$ cat src/rtl/blk_lock_pkg.sv
package blk_lock_pkg;
  localparam logic [7:0] CMD_SET_LO  = 8'h23;
  localparam logic [7:0] CMD_SET_HI  = 8'h24;
  localparam logic [7:0] CMD_RELOCK  = 8'h2A;
  localparam logic [7:0] CMD_FREEZE  = 8'h2C;
  localparam logic [7:0] CMD_STATUS  = 8'h7A;

  localparam int ST_UNL_BIT = 0;
  localparam int ST_LCK_BIT = 1;
  localparam int ST_FRZ_BIT = 2;

  typedef enum logic [1:0] {
    OP_NONE,
    OP_SET_LO,
    OP_SET_HI,
    OP_STATUS
  } pend_op_e;
endpackage

$ cat src/rtl/blk_lock_cmd_dec.sv
module blk_lock_cmd_dec
  import blk_lock_pkg::*;
#(
  parameter int BLK_W    = 12,
  parameter int ADDR_CYC = 3
) (
  input  logic             clk,
  input  logic             rst_n,
  input  logic             bus_valid_i,
  input  logic             bus_cmd_i,
  input  logic             bus_addr_i,
  input  logic [7:0]       bus_data_i,
  output logic             do_relock_o,
  output logic             do_freeze_o,
  output logic             do_set_lo_o,
  output logic             do_set_hi_o,
  output logic             do_status_o,
  output logic [BLK_W-1:0] op_blk_o,
  output logic             op_inv_o
);
  localparam int CNT_W = $clog2(ADDR_CYC);
  localparam logic [CNT_W-1:0] LAST_CNT = CNT_W'(ADDR_CYC - 1);
  localparam logic [CNT_W-1:0] HI_CNT   = CNT_W'(1);

  pend_op_e         op_q, op_d;
  logic [CNT_W-1:0] cnt_q, cnt_d;
  logic [BLK_W-1:0] blk_q;
  logic             cmd_hit, adr_hit, pend, final_cyc, cap_lo, cap_hi;

  always_comb begin
    cmd_hit   = bus_valid_i & bus_cmd_i;
    adr_hit   = bus_valid_i & bus_addr_i & ~bus_cmd_i;
    pend      = (op_q != OP_NONE);
    final_cyc = adr_hit & pend & (cnt_q == LAST_CNT);
    cap_lo    = adr_hit & pend & (cnt_q == '0);
    cap_hi    = adr_hit & pend & (cnt_q == HI_CNT);
    op_d      = op_q;
    cnt_d     = cnt_q;
    if (cmd_hit) begin
      cnt_d = '0;
      case (bus_data_i)
        CMD_SET_LO: op_d = OP_SET_LO;
        CMD_SET_HI: op_d = OP_SET_HI;
        CMD_STATUS: op_d = OP_STATUS;
        default:    op_d = OP_NONE;
      endcase
    end else if (final_cyc) begin
      op_d  = OP_NONE;
      cnt_d = '0;
    end else if (adr_hit & pend) begin
      cnt_d = cnt_q + 1'b1;
    end
  end

  always_ff @(posedge clk or negedge rst_n) begin
    if (!rst_n) begin
      op_q  <= OP_NONE;
      cnt_q <= '0;
    end else begin
      op_q  <= op_d;
      cnt_q <= cnt_d;
    end
  end

  always_ff @(posedge clk or negedge rst_n) begin
    if (!rst_n) begin
      blk_q <= '0;
    end else begin
      if (cap_lo) blk_q[7:0] <= bus_data_i;
      if (cap_hi) blk_q[BLK_W-1:8] <= bus_data_i[BLK_W-9:0];
    end
  end

  assign do_relock_o = cmd_hit & (bus_data_i == CMD_RELOCK);
  assign do_freeze_o = cmd_hit & (bus_data_i == CMD_FREEZE);
  assign do_set_lo_o = final_cyc & (op_q == OP_SET_LO);
  assign do_set_hi_o = final_cyc & (op_q == OP_SET_HI);
  assign do_status_o = final_cyc & (op_q == OP_STATUS);
  assign op_blk_o    = blk_q;
  assign op_inv_o    = bus_data_i[0];
endmodule

$ cat src/rtl/blk_lock_wp_filter.sv
module blk_lock_wp_filter #(
  parameter int WP_CYC = 5
) (
  input  logic clk,
  input  logic rst_n,
  input  logic wp_n_i,
  output logic relock_o
);
  localparam int CW = $clog2(WP_CYC + 1);
  localparam logic [CW-1:0] SAT  = CW'(WP_CYC);
  localparam logic [CW-1:0] FIRE = CW'(WP_CYC - 1);

  logic [CW-1:0] cnt_q, cnt_d;

  always_comb begin
    cnt_d = cnt_q;
    if (wp_n_i)           cnt_d = '0;
    else if (cnt_q != SAT) cnt_d = cnt_q + 1'b1;
  end

  always_ff @(posedge clk or negedge rst_n) begin
    if (!rst_n) cnt_q <= '0;
    else        cnt_q <= cnt_d;
  end

  assign relock_o = ~wp_n_i & (cnt_q == FIRE);
endmodule

$ cat src/rtl/blk_lock_state.sv
module blk_lock_state #(
  parameter int BLK_W = 12,
  parameter int NQ    = 2
) (
  input  logic                      clk,
  input  logic                      rst_n,
  input  logic                      lock_pin_i,
  input  logic                      relock_i,
  input  logic                      do_relock_i,
  input  logic                      do_freeze_i,
  input  logic                      do_set_lo_i,
  input  logic                      do_set_hi_i,
  input  logic [BLK_W-1:0]          op_blk_i,
  input  logic                      op_inv_i,
  input  logic [NQ-1:0][BLK_W-1:0]  q_blk_i,
  output logic [NQ-1:0]             q_unl_o,
  output logic                      frozen_o
);
  logic [BLK_W-1:0] lo_q, lo_d, hi_q, hi_d;
  logic             inv_q, inv_d, act_q, act_d, frz_q, frz_d;

  always_comb begin
    lo_d  = lo_q;
    hi_d  = hi_q;
    inv_d = inv_q;
    act_d = act_q;
    frz_d = frz_q;
    if (relock_i) begin
      act_d = 1'b0;
      frz_d = 1'b0;
    end else begin
      if (do_freeze_i) frz_d = 1'b1;
      if (!frz_q) begin
        if (do_relock_i) act_d = 1'b0;
        if (do_set_lo_i) lo_d = op_blk_i;
        if (do_set_hi_i) begin
          hi_d  = op_blk_i;
          inv_d = op_inv_i;
          act_d = 1'b1;
        end
      end
    end
  end

  always_ff @(posedge clk or negedge rst_n) begin
    if (!rst_n) begin
      lo_q  <= '0;
      hi_q  <= '0;
      inv_q <= 1'b0;
      act_q <= 1'b0;
      frz_q <= 1'b0;
    end else begin
      lo_q  <= lo_d;
      hi_q  <= hi_d;
      inv_q <= inv_d;
      act_q <= act_d;
      frz_q <= frz_d;
    end
  end

  for (genvar q = 0; q < NQ; q++) begin : g_query
    logic in_rng;
    assign in_rng     = (lo_q <= hi_q) && (q_blk_i[q] >= lo_q) && (q_blk_i[q] <= hi_q);
    assign q_unl_o[q] = ~lock_pin_i | (act_q & (in_rng ^ inv_q));
  end

  assign frozen_o = frz_q;
endmodule

$ cat src/rtl/blk_lock_guard.sv
module blk_lock_guard
  import blk_lock_pkg::*;
#(
  parameter int BLK_W    = 12,
  parameter int ADDR_CYC = 3,
  parameter int WP_CYC   = 5
) (
  input  logic             clk,
  input  logic             rst_n,
  input  logic             lock_pin_i,
  input  logic             wp_n_i,
  input  logic             bus_valid_i,
  input  logic             bus_cmd_i,
  input  logic             bus_addr_i,
  input  logic [7:0]       bus_data_i,
  input  logic             req_valid_i,
  input  logic [BLK_W-1:0] req_blk_i,
  output logic             resp_valid_o,
  output logic             resp_allow_o,
  output logic             stat_valid_o,
  output logic [7:0]       stat_byte_o
);
  localparam int NQ = 2;

  logic                     do_relock, do_freeze, do_set_lo, do_set_hi, do_status;
  logic [BLK_W-1:0]         op_blk;
  logic                     op_inv, wp_relock, lk_tight;
  logic [NQ-1:0][BLK_W-1:0] q_blk;
  logic [NQ-1:0]            q_unl;
  logic [7:0]               stat_d;
  logic                     allow_d;

  blk_lock_cmd_dec #(.BLK_W(BLK_W), .ADDR_CYC(ADDR_CYC)) u_dec (
    .clk(clk), .rst_n(rst_n),
    .bus_valid_i(bus_valid_i), .bus_cmd_i(bus_cmd_i),
    .bus_addr_i(bus_addr_i), .bus_data_i(bus_data_i),
    .do_relock_o(do_relock), .do_freeze_o(do_freeze),
    .do_set_lo_o(do_set_lo), .do_set_hi_o(do_set_hi),
    .do_status_o(do_status), .op_blk_o(op_blk), .op_inv_o(op_inv)
  );

  blk_lock_wp_filter #(.WP_CYC(WP_CYC)) u_wp (
    .clk(clk), .rst_n(rst_n), .wp_n_i(wp_n_i), .relock_o(wp_relock)
  );

  assign q_blk[0] = req_blk_i;
  assign q_blk[1] = op_blk;

  blk_lock_state #(.BLK_W(BLK_W), .NQ(NQ)) u_state (
    .clk(clk), .rst_n(rst_n), .lock_pin_i(lock_pin_i),
    .relock_i(wp_relock), .do_relock_i(do_relock), .do_freeze_i(do_freeze),
    .do_set_lo_i(do_set_lo), .do_set_hi_i(do_set_hi),
    .op_blk_i(op_blk), .op_inv_i(op_inv),
    .q_blk_i(q_blk), .q_unl_o(q_unl), .frozen_o(lk_tight)
  );

  always_comb begin
    stat_d             = '0;
    stat_d[ST_UNL_BIT] = q_unl[1];
    stat_d[ST_LCK_BIT] = ~q_unl[1];
    stat_d[ST_FRZ_BIT] = lk_tight;
    allow_d            = req_valid_i & wp_n_i & q_unl[0];
  end

  always_ff @(posedge clk or negedge rst_n) begin
    if (!rst_n) begin
      resp_valid_o <= 1'b0;
      resp_allow_o <= 1'b0;
      stat_valid_o <= 1'b0;
      stat_byte_o  <= '0;
    end else begin
      resp_valid_o <= req_valid_i;
      resp_allow_o <= allow_d;
      stat_valid_o <= do_status;
      if (do_status) stat_byte_o <= stat_d;
    end
  end
endmodule

$ cat config.mk
export PLATFORM = sky130hd
export DESIGN_NAME = blk_lock_guard
export DESIGN_NICKNAME = d
export VERILOG_FILES = /design/src/rtl/blk_lock_pkg.sv /design/src/rtl/blk_lock_cmd_dec.sv /design/src/rtl/blk_lock_wp_filter.sv /design/src/rtl/blk_lock_state.sv /design/src/rtl/blk_lock_guard.sv
export SDC_FILE = /design/constraint.sdc
export NUM_CORES = 1
export LEC_CHECK = 0
export ABC_AREA = 1
export ABC_CLOCK_PERIOD_IN_PS = 2900
export BUFFER_PORTS_ARGS = -buffer_cell sky130_fd_sc_hd__buf_4
export CAP_MARGIN = 20
export CORE_UTILIZATION = 60
export CTS_BUF_LIST = sky130_fd_sc_hd__clkbuf_8
export DETAILED_ROUTE_END_ITERATION = 10
export PLACE_DENSITY = 0.93
export SLEW_MARGIN = 15
export SYNTH_ARGS = -nofsm -noshare
export SYNTH_HDL_FRONTEND = slang
export SYNTH_SLANG_ARGS = --single-unit
$ cat constraint.sdc
create_clock -name clk -period 2.9 [get_ports clk]
set_input_delay 0.29 -clock clk [delete_from_list [all_inputs] [get_ports clk]]
set_output_delay 0.29 -clock clk [all_outputs]
set_load 0.005 [all_outputs]
Word-level counts from Yosys, hierarchy flattened
Index checks and enable logic that the tools add are counted.

Flip-flop bits (word level): 52. Word-level logic and storage cells: 89.

$add $sub $neg: 2. Magnitude comparators: 5. Equality and inequality tests: 13. Mux-type cells: 14. Bitwise operators: 27. Reductions and logical operators: 14.

Operators by type and width (count): 12-bit less-or-equal comparator (3); 8-bit by 6-bit == test with 1-bit output, second input constant (4); 12-bit >= comparator (2); 1-bit bitwise AND (17); 2-bit two-way mux (5); 8-bit by 7-bit == test with 1-bit output, second input constant (1); 2-bit nonzero test (4); 2-bit == test, second input constant (3); 1-bit two-way mux (6); 3-bit two-way mux (2); 1-bit inverter (6); 2-bit one-hot mux with 3 select lines (1); 3-bit AND reduction (2); 3-bit nonzero test (2); 2-bit by 1-bit == test with 1-bit output, second input constant (2); 1-bit logical AND (4); 3-bit by 1-bit adder with 3-bit output, second input constant (1); 3-bit == test, second input constant (1); 3-bit inequality test, second input constant (1); 2-bit by 1-bit adder with 2-bit output, second input constant (1); 2-bit logical NOT (1); 2-bit by 1-bit inequality test with 1-bit output, second input constant (1); 1-bit OR (2); 2-bit AND reduction (1); 1-bit bitwise XOR (2).

Longest topological paths before layout
Gate-level depths: netlist of run 1.

Depth in word-level cells: 8. Mapped depth: 16. Gate-level depth less buffers: 16.

By module
A second synthesis of run 1 with hierarchy kept.

Cells, all modules: 496. Area total of the unflattened synthesis: 3844.9 um^2.

By module, submodules not included: blk_lock_state (instances 1, cells an instance 346, area each 2582.5 um^2); blk_lock_cmd_dec (instances 1, cells an instance 102, area each 837.1 um^2); blk_lock_guard (instances 1, cells an instance 26, area each 244.0 um^2); blk_lock_wp_filter (instances 1, cells an instance 22, area each 181.4 um^2).

Least setup slack after synthesis of run 1
OpenSTA, ideal clock, no wires.

Path type: register to register. From: reg u_state.hi_q[11]. To: reg stat_byte_o[0]. Library setup time: 116 ps. Arrival time: 1473 ps. Slack: 1310 ps. Cell stages (with the launch flop): 15. Clock period less this slack: 1590 ps. Cells stage by stage: dfrtp_1 > inv_1 > ha_1 > nand2_1 > nor2_1 > and2_1 > nand2_1 > nand3_1 > nand2_1 > nand3_1 > nand2_1 > nand3_1 > nand2_1 > nand2_1 > nand2_1.

Longest elaborated chain between the ends: 6. Elaborated cells between the ends (all ways): 7.

Ends and longest elaborated chain: start: declaration (RTL line blk_lock_state.sv:19) `logic [BLK_W-1:0] lo_q, lo_d, hi_q, hi_d;`; start signal: assignment (RTL line blk_lock_state.sv:54) `hi_q <= hi_d;`; 12-bit less-or-equal comparator (RTL line blk_lock_state.sv:63) `assign in_rng = (lo_q <= hi_q) && (q_blk_i[q] >= lo_q) && (q_blk_i[q] <= hi_q);`; 1-bit logical AND (RTL line blk_lock_state.sv:63); 1-bit logical AND * (RTL line blk_lock_state.sv:63); 1-bit bitwise XOR * (RTL line blk_lock_state.sv:64) `assign q_unl_o[q] = ~lock_pin_i | (act_q & (in_rng ^ inv_q));`; 1-bit bitwise AND * (RTL line blk_lock_state.sv:64); 1-bit OR * (RTL line blk_lock_state.sv:64); end signal: assignment (RTL line blk_lock_guard.sv:75) `if (do_status) stat_byte_o <= stat_d;`; end: declaration (RTL line blk_lock_guard.sv:21) `output logic [7:0] stat_byte_o`.

Mark *: on every way between the ends. The rest lies on a longest branch, timed or not. A chain may end at the register's enable or synchronous reset.

Worst setup path in the final report of run 1
From: reg u_dec.op_q[1]. To: reg u_state.lo_q[1].

Longest elaborated chain between the ends: 5. Elaborated cells between the ends (all ways): 6.

Ends and longest elaborated chain: start: declaration (RTL line blk_lock_cmd_dec.sv:25) `pend_op_e op_q, op_d;`; start signal: assignment (RTL line blk_lock_cmd_dec.sv:60) `op_q <= op_d;`; 2-bit nonzero test (RTL line blk_lock_cmd_dec.sv:33) `pend = (op_q != OP_NONE);`; 1-bit bitwise AND (2 in series) (RTL line blk_lock_cmd_dec.sv:34) `final_cyc = adr_hit & pend & (cnt_q == LAST_CNT);`; 1-bit bitwise AND * (RTL line blk_lock_cmd_dec.sv:76) `assign do_set_lo_o = final_cyc & (op_q == OP_SET_LO);`; 3-bit AND reduction (no line) *; end signal: assignment (RTL line blk_lock_state.sv:53) `lo_q <= lo_d;`; end: declaration (RTL line blk_lock_state.sv:19).

Marked as above.

==> results of run 1 <==
## worst paths after layout
| path | cells after the start | slack, ns | from | to |
|---|---|---|---|---|
| max in group asynchronous | 1 | 2.46 | rst_n | u_state.lo_q[2] |
| min | 1 | 0.004 | rst_n | u_dec.op_blk_o[8] |
| max reg2reg | 9 | 0.91 | u_dec.op_q[1] | u_state.lo_q[1] |
| min reg2reg | 2 | 0.50 | u_state.hi_q[2] | u_state.hi_q[2] |
| max | 9 | 0.91 | u_dec.op_q[1] | u_state.lo_q[1] |
| min in group clk | 1 | 0.10 | req_valid_i | resp_valid_o |
## power by group through the flow
stage | Sequential [uW] | Combinational (uW) | Clock, uW
floorplan | 790 | 221 | 0
global placement | 802 | 308 | 0
detailed placement | 804 | 333 | 0
CTS | 790 | 335 | 421
global route | 795 | 391 | 446
finish | 791 | 335 | 423
## state kept, by name, indices dropped and copies added, names as in the netlist, 2 cells and up
signal,flops
u_dec.op_q,2
u_dec.cnt_q,2
u_dec.op_blk_o,12
u_wp.cnt_q,3
stat_byte_o,3
u_state.lo_q,12
u_state.hi_q,12
## critical path: cells and delay by family (launching register included)
kind | cells | cell delay [ns]
simple gates | 6 | 1.22
buf+inv | 2 | 0.14
compound gates | 1 | 0.07
flops | 1 | 0.40
## per-layer routing
layer	GRT usage (%)	wire, um	share of wire (%)	vias to the layer above
met3	4.270	343	4.1	24
met4	10.71	242	2.9	0
li1	-	-	-	1584
met2	52.94	4333	51	97
met1	32.44	3526	42	1499
met5	0	0	0	-
## placed cells by master (no fill, tap or decap), types with 5 or more instances in the layout
cell and instances:
o21ai_2 17, dfrtp_1 52, conb_1 5, o21ai_0 23, inv_1 78, nand3_1 22
nand4_1 8, clkbuf_8 5, o21ai_1 8, nand2_1 124, nor2_1 20, a21oi_1 22
buf_4 33, ha_1 63
## Yosys cell counts
master,instances,area share [%]
buf_6,4,1.2
o21a_1,2,0.40
buf_4,5,1.0
dfrtp_1,52,35
clkbuf_1,1,0.10
nand4_1,8,1.3
conb_1,1,0.10
inv_1,77,7.7
nand4_2,1,0.33
nor3_2,1,0.27
inv_2,2,0.20
o21bai_1,2,0.40
a21oi_1,22,2.9
a31oi_1,1,0.17
o31ai_1,1,0.20
ha_1,63,21
o21ai_0,23,3.1
o21ai_1,8,1.1
nor3_1,1,0.13
o41ai_1,2,0.47
nand3b_1,1,0.20
and2_1,2,0.33
nand2_1,124,12
nand3_2,1,0.27
o21ai_2,17,4.0
nor2_1,20,2.0
nand3_1,22,2.9
nor2_2,1,0.17
xnor2_1,1,0.23
a21o_1,2,0.40
nand2_2,1,0.17
## cell families (layout without fill, tap and decap cells)
group	Yosys count	count (layout)	share of synthesized area, %
fa+ha+maj	63	63	21.04
compound gates	80	80	13.09
flops	52	52	34.74
simple gates	183	183	20.57
buf+inv	89	120	10.22
xor+xnor	1	1	0.2338
other cells	1	5	0.1001
## final cells by class
class                      count  area share (%)
inverter                      79           7.228
timing repair buffer          33           6.038
multi-input combinational    332           50.63
tap                           75           2.287
clock inverter                 3          0.4270
sequential                    52           31.72
clock buffer                   5           1.677
## metrics by stage
stage          setup WS [ns]  area, um2  total power [uW]  util (%)  std cells
6_report              0.9141       4103              1550     68.89        579
4_1_cts               0.8967       4103              1546     68.89        579
5_1_grt               0.7093       4103              1632     68.89        579
3_5_place_dp          0.9416       4016              1137     67.44        571
2_1_floorplan          1.311       3761              1011         -        473
3_3_place_gp           1.070       4016              1110     67.44        571
==> metrics.txt, run 1 <==
flip-flop and latch count after synthesis 52; share of power burned in the clock network 27.3%; boundary pin count 39; Pre-antenna DRT Iters 7; via count normalized by instance count 5.534; Gates resized, CTS repair 0; clock-pin slew of the registers on the worst-case setup and hold paths approximately 0.11 ns; number of max-cap violations 0; fraction of final layout cells with drive strength greater than 1 about an eighth; actual transition at the worst max-transition pin 0.6577 ns; clock latency on the worst-skew pair 0.31 ns; count of yosys warnings during synthesis 0; first-pass GRT wire length 14.17 mm; overall routing resource usage 28.41%; average size of a mapped cell 7.987 um2; wirelength, routed 8.446 mm; CTS tree built; width of the die 81.02 um; reported leakage power 0.002143 uW; Starting Density 62.90%; sequential standard cell area about 0.0013 mm2; Critical Path Sink Type register; average detailed-routed wire length per instance 14.59 um; fraction of power consumed by combinational cells between 20% and 30%; Final Setup Violations 0; remaining global-route overflow 0; number of global-route vias before repair 3284; final-report max-slew violation count 0; Max rail drop VDD 406.5 uV; count of input and output buffers 33; floorplan die area between 0.006 and 0.007 mm2; largest net degree at the start of global routing 53; clock skew 0.01509 ns; total clock buffers created by CTS 5; status finished clean; maximum fanout count along the critical path 24; power spent charging and discharging nets 492.5 uW; normalized max-slew margin 56.15%; CP Data Arrival Time roughly 2.2 ns; number of DRC violations after detailed-routing iteration 0 163; startpoint-to-endpoint class of the critical path register to register; number of antenna violations at the first check in global routing 0; die outline height roughly 81 um; worst hold-check path type input pin to async pin; Hold-fix buffers, CTS 0; crit path max-delay cell type nand3_2; part of the total power dissipated in sequential elements 51.0%; number of distinct standard cells referenced by the synthesized netlist 31; setup repair after global routing missed its margin false; startpoint types register; highest clock rate a little over 500 MHz; post-route ant nets 0; number of buffers on the longest clock path 2; maximum level of the CTS H-tree 2; critical path, cell by cell inv_2 > nand2_1 > nand4_2 > nor3_2 > inv_2 > nor2_2 > nand3_2 > nand2_1 > o21ai_2; gate count of the mapped netlist 469; internal power of the cells 1057 uW; proportion of total power due to net switching 31.78%; CTS sink count 52; area growth from synthesis to final layout 9.519%; DR vias ~3200; root buf cell clkbuf_8; half-perimeter wire length after placement between 6 and 7 mm; filler instances 484; number of nets in the finished design 594; DRC violations left 0; gpl congestion 0.8866; post-synthesis instance area 0.003746 mm2; power density of the placed cells roughly 380 mW/mm2; post-CTS setup buffer count 0; post-route setup TNS 0 ns; FP Rows 28; largest stage delay on the critical path 0.48 ns; area of combinational cells with multiple inputs between 0.002 and 0.0025 mm2; Antenna diodes 0; core region area between 0.005 and 0.006 mm2; number of hold violations in the final report 0; required time of the worst setup path slightly above 3 ns; proportion of synthesized chip area in sequential cells 34.74%; worst hold margin 0.003627 ns; portion of the clock cycle consumed by the worst path in the final layout about two thirds; clock period minus worst slack around 2.0 ns
No activity file was read; power rests on OpenSTA's default activity.
==> run 2, diff against run 1 <==
- ABC_AREA: 1 -> 0
- ABC_CLOCK_PERIOD_IN_PS: 2900 -> 2100
- clock period: 2.9 -> 2.1 ns (I/O delays scaled with it)
==> run 2 against run 1 <==
The flow now finishes with violations (setup timing). Clock skew is 0.0046 ns lower. Highest routed layer unchanged. Routed wire length up 2.4%. Critical endpoint is now stat_byte_o[1]. Synthesized cell count decreased by 28%. Combinational power rose by 13%. Sequential cell count unchanged. Final area grew 5.2%. Sequential share of layout area shrank 1.6 points. Synthesized area shrank 3.9%. Core utilization is 7.6 points higher. First-iteration DRC count increased by 26%. Die area is 3.8% lower.
==> metrics.txt, run 2 <==
status complete, but fails checks; failing checks setup timing; CTS sink count 52; Tot Pwr 2243 uW; number of DRC violations after detailed-routing iteration 0 206; core region area between 0.005 and 0.006 mm2; worst hold path depth 1; overall routing resource usage 28.95%; flip-flop and latch count after synthesis 52; clock period minus worst slack 2.329 ns; clock-pin slew of the registers on the worst-case setup and hold paths 0.09 ns; Util after Layout between 70% and 80%; number of buffers on the longest clock path 2; clock skew 0.01051 ns; most frequent cells after synthesis ha_1 (63), dfrtp_1 (52), inv_1 (30); required time of the worst setup path 2.28 ns; reported leakage power 0.002122 uW; number of global-route vias before repair around 3000; average size of a mapped cell 10.65 um2; setup repair after global routing missed its margin true; maximum level of the CTS H-tree 2; final-report max-slew violation count 0; cell type contributing the most total cell area after synthesis dfrtp_1; Max rail drop VDD 705.9 uV; half-perimeter wire length after placement ~6.5 mm; area growth from synthesis to final layout 19.88%; worst slack at placement -0.5154 ns; die outline height 79.46 um; fraction of final layout cells with drive strength greater than 1 between 20% and 30%; via count normalized by instance count 6.174; Antenna diodes 0; depth of the worst register-to-register path 8; total clock buffers created by CTS 5; post-CTS setup buffer count 0; gpl congestion 0.8970; highest clock rate 429.4 MHz; primary flip-flop cell chosen by synthesis mapping dfrtp_1; average detailed-routed wire length per instance ~19 um; number of distinct standard cells referenced by the synthesized netlist just under 50; CP Data Arrival Time approximately 2.5 ns; worst hold-check path type input pin to register; largest stage delay on the critical path 0.40 ns; Pre-antenna DRT Iters 4; Starting Density 63.81%; startpoint types register; startpoint-to-endpoint class of the critical path register to register; width of the die 79.46 um; CTS tree built; clock latency on the worst-skew pair 0.31 ns; DR vias 2877; power density of the placed cells 519.8 mW/mm2; floorplan die area 0.006313 mm2; largest net degree at the start of global routing 53; number of nets in the finished design 485; post-route ant nets 0; number of hold violations in the final report 0; post-synthesis instance area 0.003600 mm2; boundary pin count 39; count of yosys warnings during synthesis 0; number of max-cap violations 0; most common library cell in the layout ignoring fill and taps ha_1; number of antenna violations at the first check in global routing 0; number of enable-type register cells in the synthesized netlist 0; commonest non-fill, non-tap cells in the layout ha_1 (60), buf_4 (53), dfrtp_1 (52); Final Setup Violations 3; portion of the clock cycle consumed by the worst path in the final layout 110.9%; wirelength, routed 8.648 mm; DRC violations left 0; actual transition at the worst max-transition pin around 0.67 ns; count of input and output buffers 33; post-route setup TNS -0.6320 ns; root buf cell clkbuf_8; critical path, cell by cell inv_1 > ha_1 > a21oi_1 > o21ai_1 > o311a_1 > a311oi_4 > mux2i_1 > o221ai_1; gate count of the mapped netlist 338; remaining global-route overflow 0; normalized max-slew margin 55.55%; fraction of registers with async set or reset after synthesis 100.0%; Critical Path Sink Type register; most repeated cell in the gate-level netlist after synthesis ha_1; setup slack of the critical path after layout -0.2289 ns; biggest area contributors in the synthesized netlist dfrtp_1 (36%), ha_1 (22%), mux2_2 (5.9%), a21oi_1 (3.6%), mux2_4 (3.3%); maximum fanout count along the critical path 3; crit path max-delay cell type dfrtp_1; Yosys top cell area share 36.15%; FP Rows 27; first-pass GRT wire length 13.77 mm; proportion of synthesized chip area in sequential cells approximately 36%
-- run 2: cell count changes after synthesis, sizes merged, moves of 5 or more --
cell,before,now
nand3,23,7
mux2,0,35
nor2,21,13
o211ai,0,5
inv,79,31
o21ai,48,10
nand2b,0,6
nand2,125,20
-- run 2: final cells by class --
cell class                      instances  area (um2)
Clock buffer                            5       68.82
Clock inverter                          2       60.06
Fill cell                             363        1326
Inverter                               31       116.4
Multi-Input combinational cell        250        2271
Sequential cell                        52        1301
Tap cell                               72       90.09
Timing Repair Buffer                   54       407.9
-- run 2: worst paths after layout --
path / startpoint / endpoint / slack [ns]
worst max-delay path: u_state.hi_q[11] / stat_byte_o[1] / -0.23
worst min-delay path: req_valid_i / resp_valid_o / 0.02
worst max register to register: u_state.hi_q[11] / stat_byte_o[1] / -0.23
worst min register to register: u_state.hi_q[2] / u_state.hi_q[2] / 0.51
max in group asynchronous: rst_n / u_dec.cnt_q[1] / 1.18
min in group asynchronous: rst_n / u_wp.cnt_q[2] / 0.47
-- run 2: where the power goes --
part           internal [uW]  switching, uW  leakage, uW
clock                    469            334    0.0000642
sequential              1030           33.3     0.000709
combinational            177            203      0.00135
-- run 2: kinds of logic after synthesis --
family | synth area share [%]
other | 0.1042
adder cells (fa/ha/maj) | 21.90
XOR/XNOR | 0.4867
AND/OR/NAND/NOR | 11.85
multiplexers | 12.34
AO/OA/AOI/OAI | 12.13
buffers and inverters | 5.040
flip-flops | 36.15
-- run 2: what timing repair did --
item / 4_1_cts / 5_1_grt
resized for setup: 13 / 7
hold buffers: 1 / 0
setup endpoints to repair: 3 / 3
endpoints found under the hold margin: 52 / 0
pin swaps: 11 / 6
-- run 2: per-layer routing --
metal	routed length, um	global-route usage [%]	vias up
met2	4250	49.23	108
li1	-	-	1345
met3	430	4.686	28
met4	283	12.18	0
met5	0	0	-
met1	3683	36.31	1396
-- run 2: worst max-delay path: cells and delay by family, from the launching register on --
family	cells	cell delay [ns]
flip-flops	1	0.40
adder cells (fa/ha/maj)	1	0.27
buffers and inverters	1	0.12
AO/OA/AOI/OAI	5	1.12
multiplexers	1	0.29
-- run 2: per-stage QoR --
step	std cells	instance area (um2)	hold slack, ns
final	466	4315	0.01903
after global routing	466	4315	0.007937
after floorplan	342	3621	-0.08559
after CTS	466	4265	0.01295
after global placement	458	4044	0.2768
after detailed placement	458	4044	0.2853
==> run 3, diff against run 2 <==
- REMOVE_ABC_BUFFERS: unset -> 1
==> run 3 against run 2 <==
Sequential cell count did not move. Final area rose by 8.1%. Worst setup slack got worse by 0.097 ns. The run still ends with setup timing left. Routed wire length rose by 21%. Core utilization rose by 6.2 points. Clock power fell by 14%.
==> metrics.txt, run 3 (synthesis gave the netlist of run 2 again) <==
reported leakage power 0.002270 uW; Critical Path Sink Type register; first-pass GRT wire length around 16 mm; number of hold violations in the final report 0; area growth from synthesis to final layout 29.61%; gpl congestion 0.8751; number of global-route vias before repair 3272; required time of the worst setup path 2.28 ns; total clock buffers created by CTS 5; DRC violations left 0; worst hold-check path type input pin to register; status complete, but fails checks; wirelength, routed 10.47 mm; startpoint types register; clock skew 0.01001 ns; portion of the clock cycle consumed by the worst path in the final layout 115.5%; number of buffers on the longest clock path 2; number of max-cap violations 0; CTS tree built; boundary pin count 39; number of DRC violations after detailed-routing iteration 0 just over 200; floorplan die area roughly 0.0063 mm2; setup slack of the critical path after layout -0.3257 ns; fraction of final layout cells with drive strength greater than 1 38.26%; via count normalized by instance count roughly 6.3; root buf cell clkbuf_8; count of input and output buffers 33; post-place instance area 0.004240 mm2; startpoint-to-endpoint class of the critical path register to register; final cell area excluding filler cells 0.004666 mm2; clock latency on the worst-skew pair about 0.31 ns; width of the die 79.46 um; CTS sink count 52; overall routing resource usage 32.66%; failing checks setup timing; half-perimeter wire length after placement 7.013 mm; actual transition at the worst max-transition pin 0.6809 ns; Antenna diodes 0; worst hold margin 0.04145 ns; remaining global-route overflow 0; global routing met3 resource utilization between 4 and 5%; die outline height between 70 and 80 um; post-route ant nets 0; M1 GR Usage 39.51%; number of nets in the finished design 516; Final Setup Violations 3; commonest non-fill, non-tap cells in the layout buf_4 (83), dfrtp_1 (52), ha_1 (50); highest clock rate 412.3 MHz; final-report max-slew violation count 0; met2 usage roughly 58%; clock period minus worst slack 2.426 ns; maximum level of the CTS H-tree 2; FP Rows 27; Pre-antenna DRT Iters 4; Starting Density 63.81%; maximum fanout count along the critical path 2; average detailed-routed wire length per instance ~21 um; DR vias 3143; setup repair after global routing missed its margin true; post-route setup TNS -0.8139 ns; power density of the placed cells roughly 470 mW/mm2; number of antenna violations at the first check in global routing 0; most crowded layer after global routing met2; Max rail drop VDD about 440 uV; CP Data Arrival Time between 2 and 3 ns; clock-pin slew of the registers on the worst-case setup and hold paths 0.10 ns; normalized max-slew margin 54.61%; largest net degree at the start of global routing 53; most common library cell in the layout ignoring fill and taps buf_4; core region area 0.005642 mm2
[run 3: cell types whose count changed in the layout (fill, tap and decap cells not counted), sizes merged]
cell and change:
clkinv +1, clkinvlp +1, buf +31, bufinv -1
[run 3: stage by stage]
| stage | total power, uW | cells | setup WS [ns] | utilization (%) |
|---|---|---|---|---|
| floorplan | 1257 | 333 | -0.03275 | - |
| global placement | 1400 | 485 | -0.09913 | 75.16 |
| detailed placement | 1429 | 485 | -0.2327 | 75.16 |
| CTS | 2133 | 495 | -0.1253 | 79.62 |
| global route | 2264 | 498 | -0.3873 | 82.70 |
| finish | 2174 | 498 | -0.3257 | 82.70 |
[run 3: layout make-up]
type | instances | area, um2
Sequential cell | 52 | 1301
Fill cell | 316 | 975.9
Clock inverter | 3 | 42.54
Clock buffer | 5 | 68.82
Inverter | 31 | 116.4
Timing Repair Buffer | 85 | 644.4
Multi-Input combinational cell | 250 | 2402
Tap cell | 72 | 90.09
[run 3: final timing paths]
check / to / from / slack [ns] / cells after the start
max: stat_byte_o[1] / u_state.hi_q[2] / -0.33 / 8
min: resp_valid_o / req_valid_i / 0.04 / 1
max reg2reg: stat_byte_o[1] / u_state.hi_q[2] / -0.33 / 8
min reg2reg: u_state.hi_q[9] / u_state.hi_q[9] / 0.52 / 1
max in group asynchronous: u_dec.op_blk_o[4] / rst_n / 1.17 / 2
min in group asynchronous: u_dec.cnt_q[0] / rst_n / 0.47 / 2
[run 3: where the power goes]
| part | total [uW] | switching, uW | internal [uW] |
|---|---|---|---|
| Combinational | 418 | 217 | 201 |
| Clock | 693 | 340 | 353 |
| Sequential | 1060 | 36.2 | 1030 |
[run 3: worst max-delay path, cell delays in order, from the launching register on]
cell and delay [ns]:
dfrtp_1 0.37, inv_1 0.07, ha_1 0.33, nand4_1 0.19, or3_1 0.43, o311a_1 0.15, a311oi_2 0.32, mux2i_1 0.29
o221ai_1 0.14
[run 3: metal layers]
metal	vias to the layer above	wire, um	part of all wire, %
met2	151	5273	50
met5	-	0	0
met3	47	520	5.0
li1	1395	-	-
met1	1550	4168	40
met4	0	503	4.8
[run 3: repair_timing]
action                                  4_1_cts  5_1_grt
buffers inserted                              1        3
hold endpoints to repair                     52        0
endpoints found under the setup margin        3        3
cloned                                        0        0
hold buffers                                  1        0
pin swaps                                    12       13
gates resized for setup                      19       23
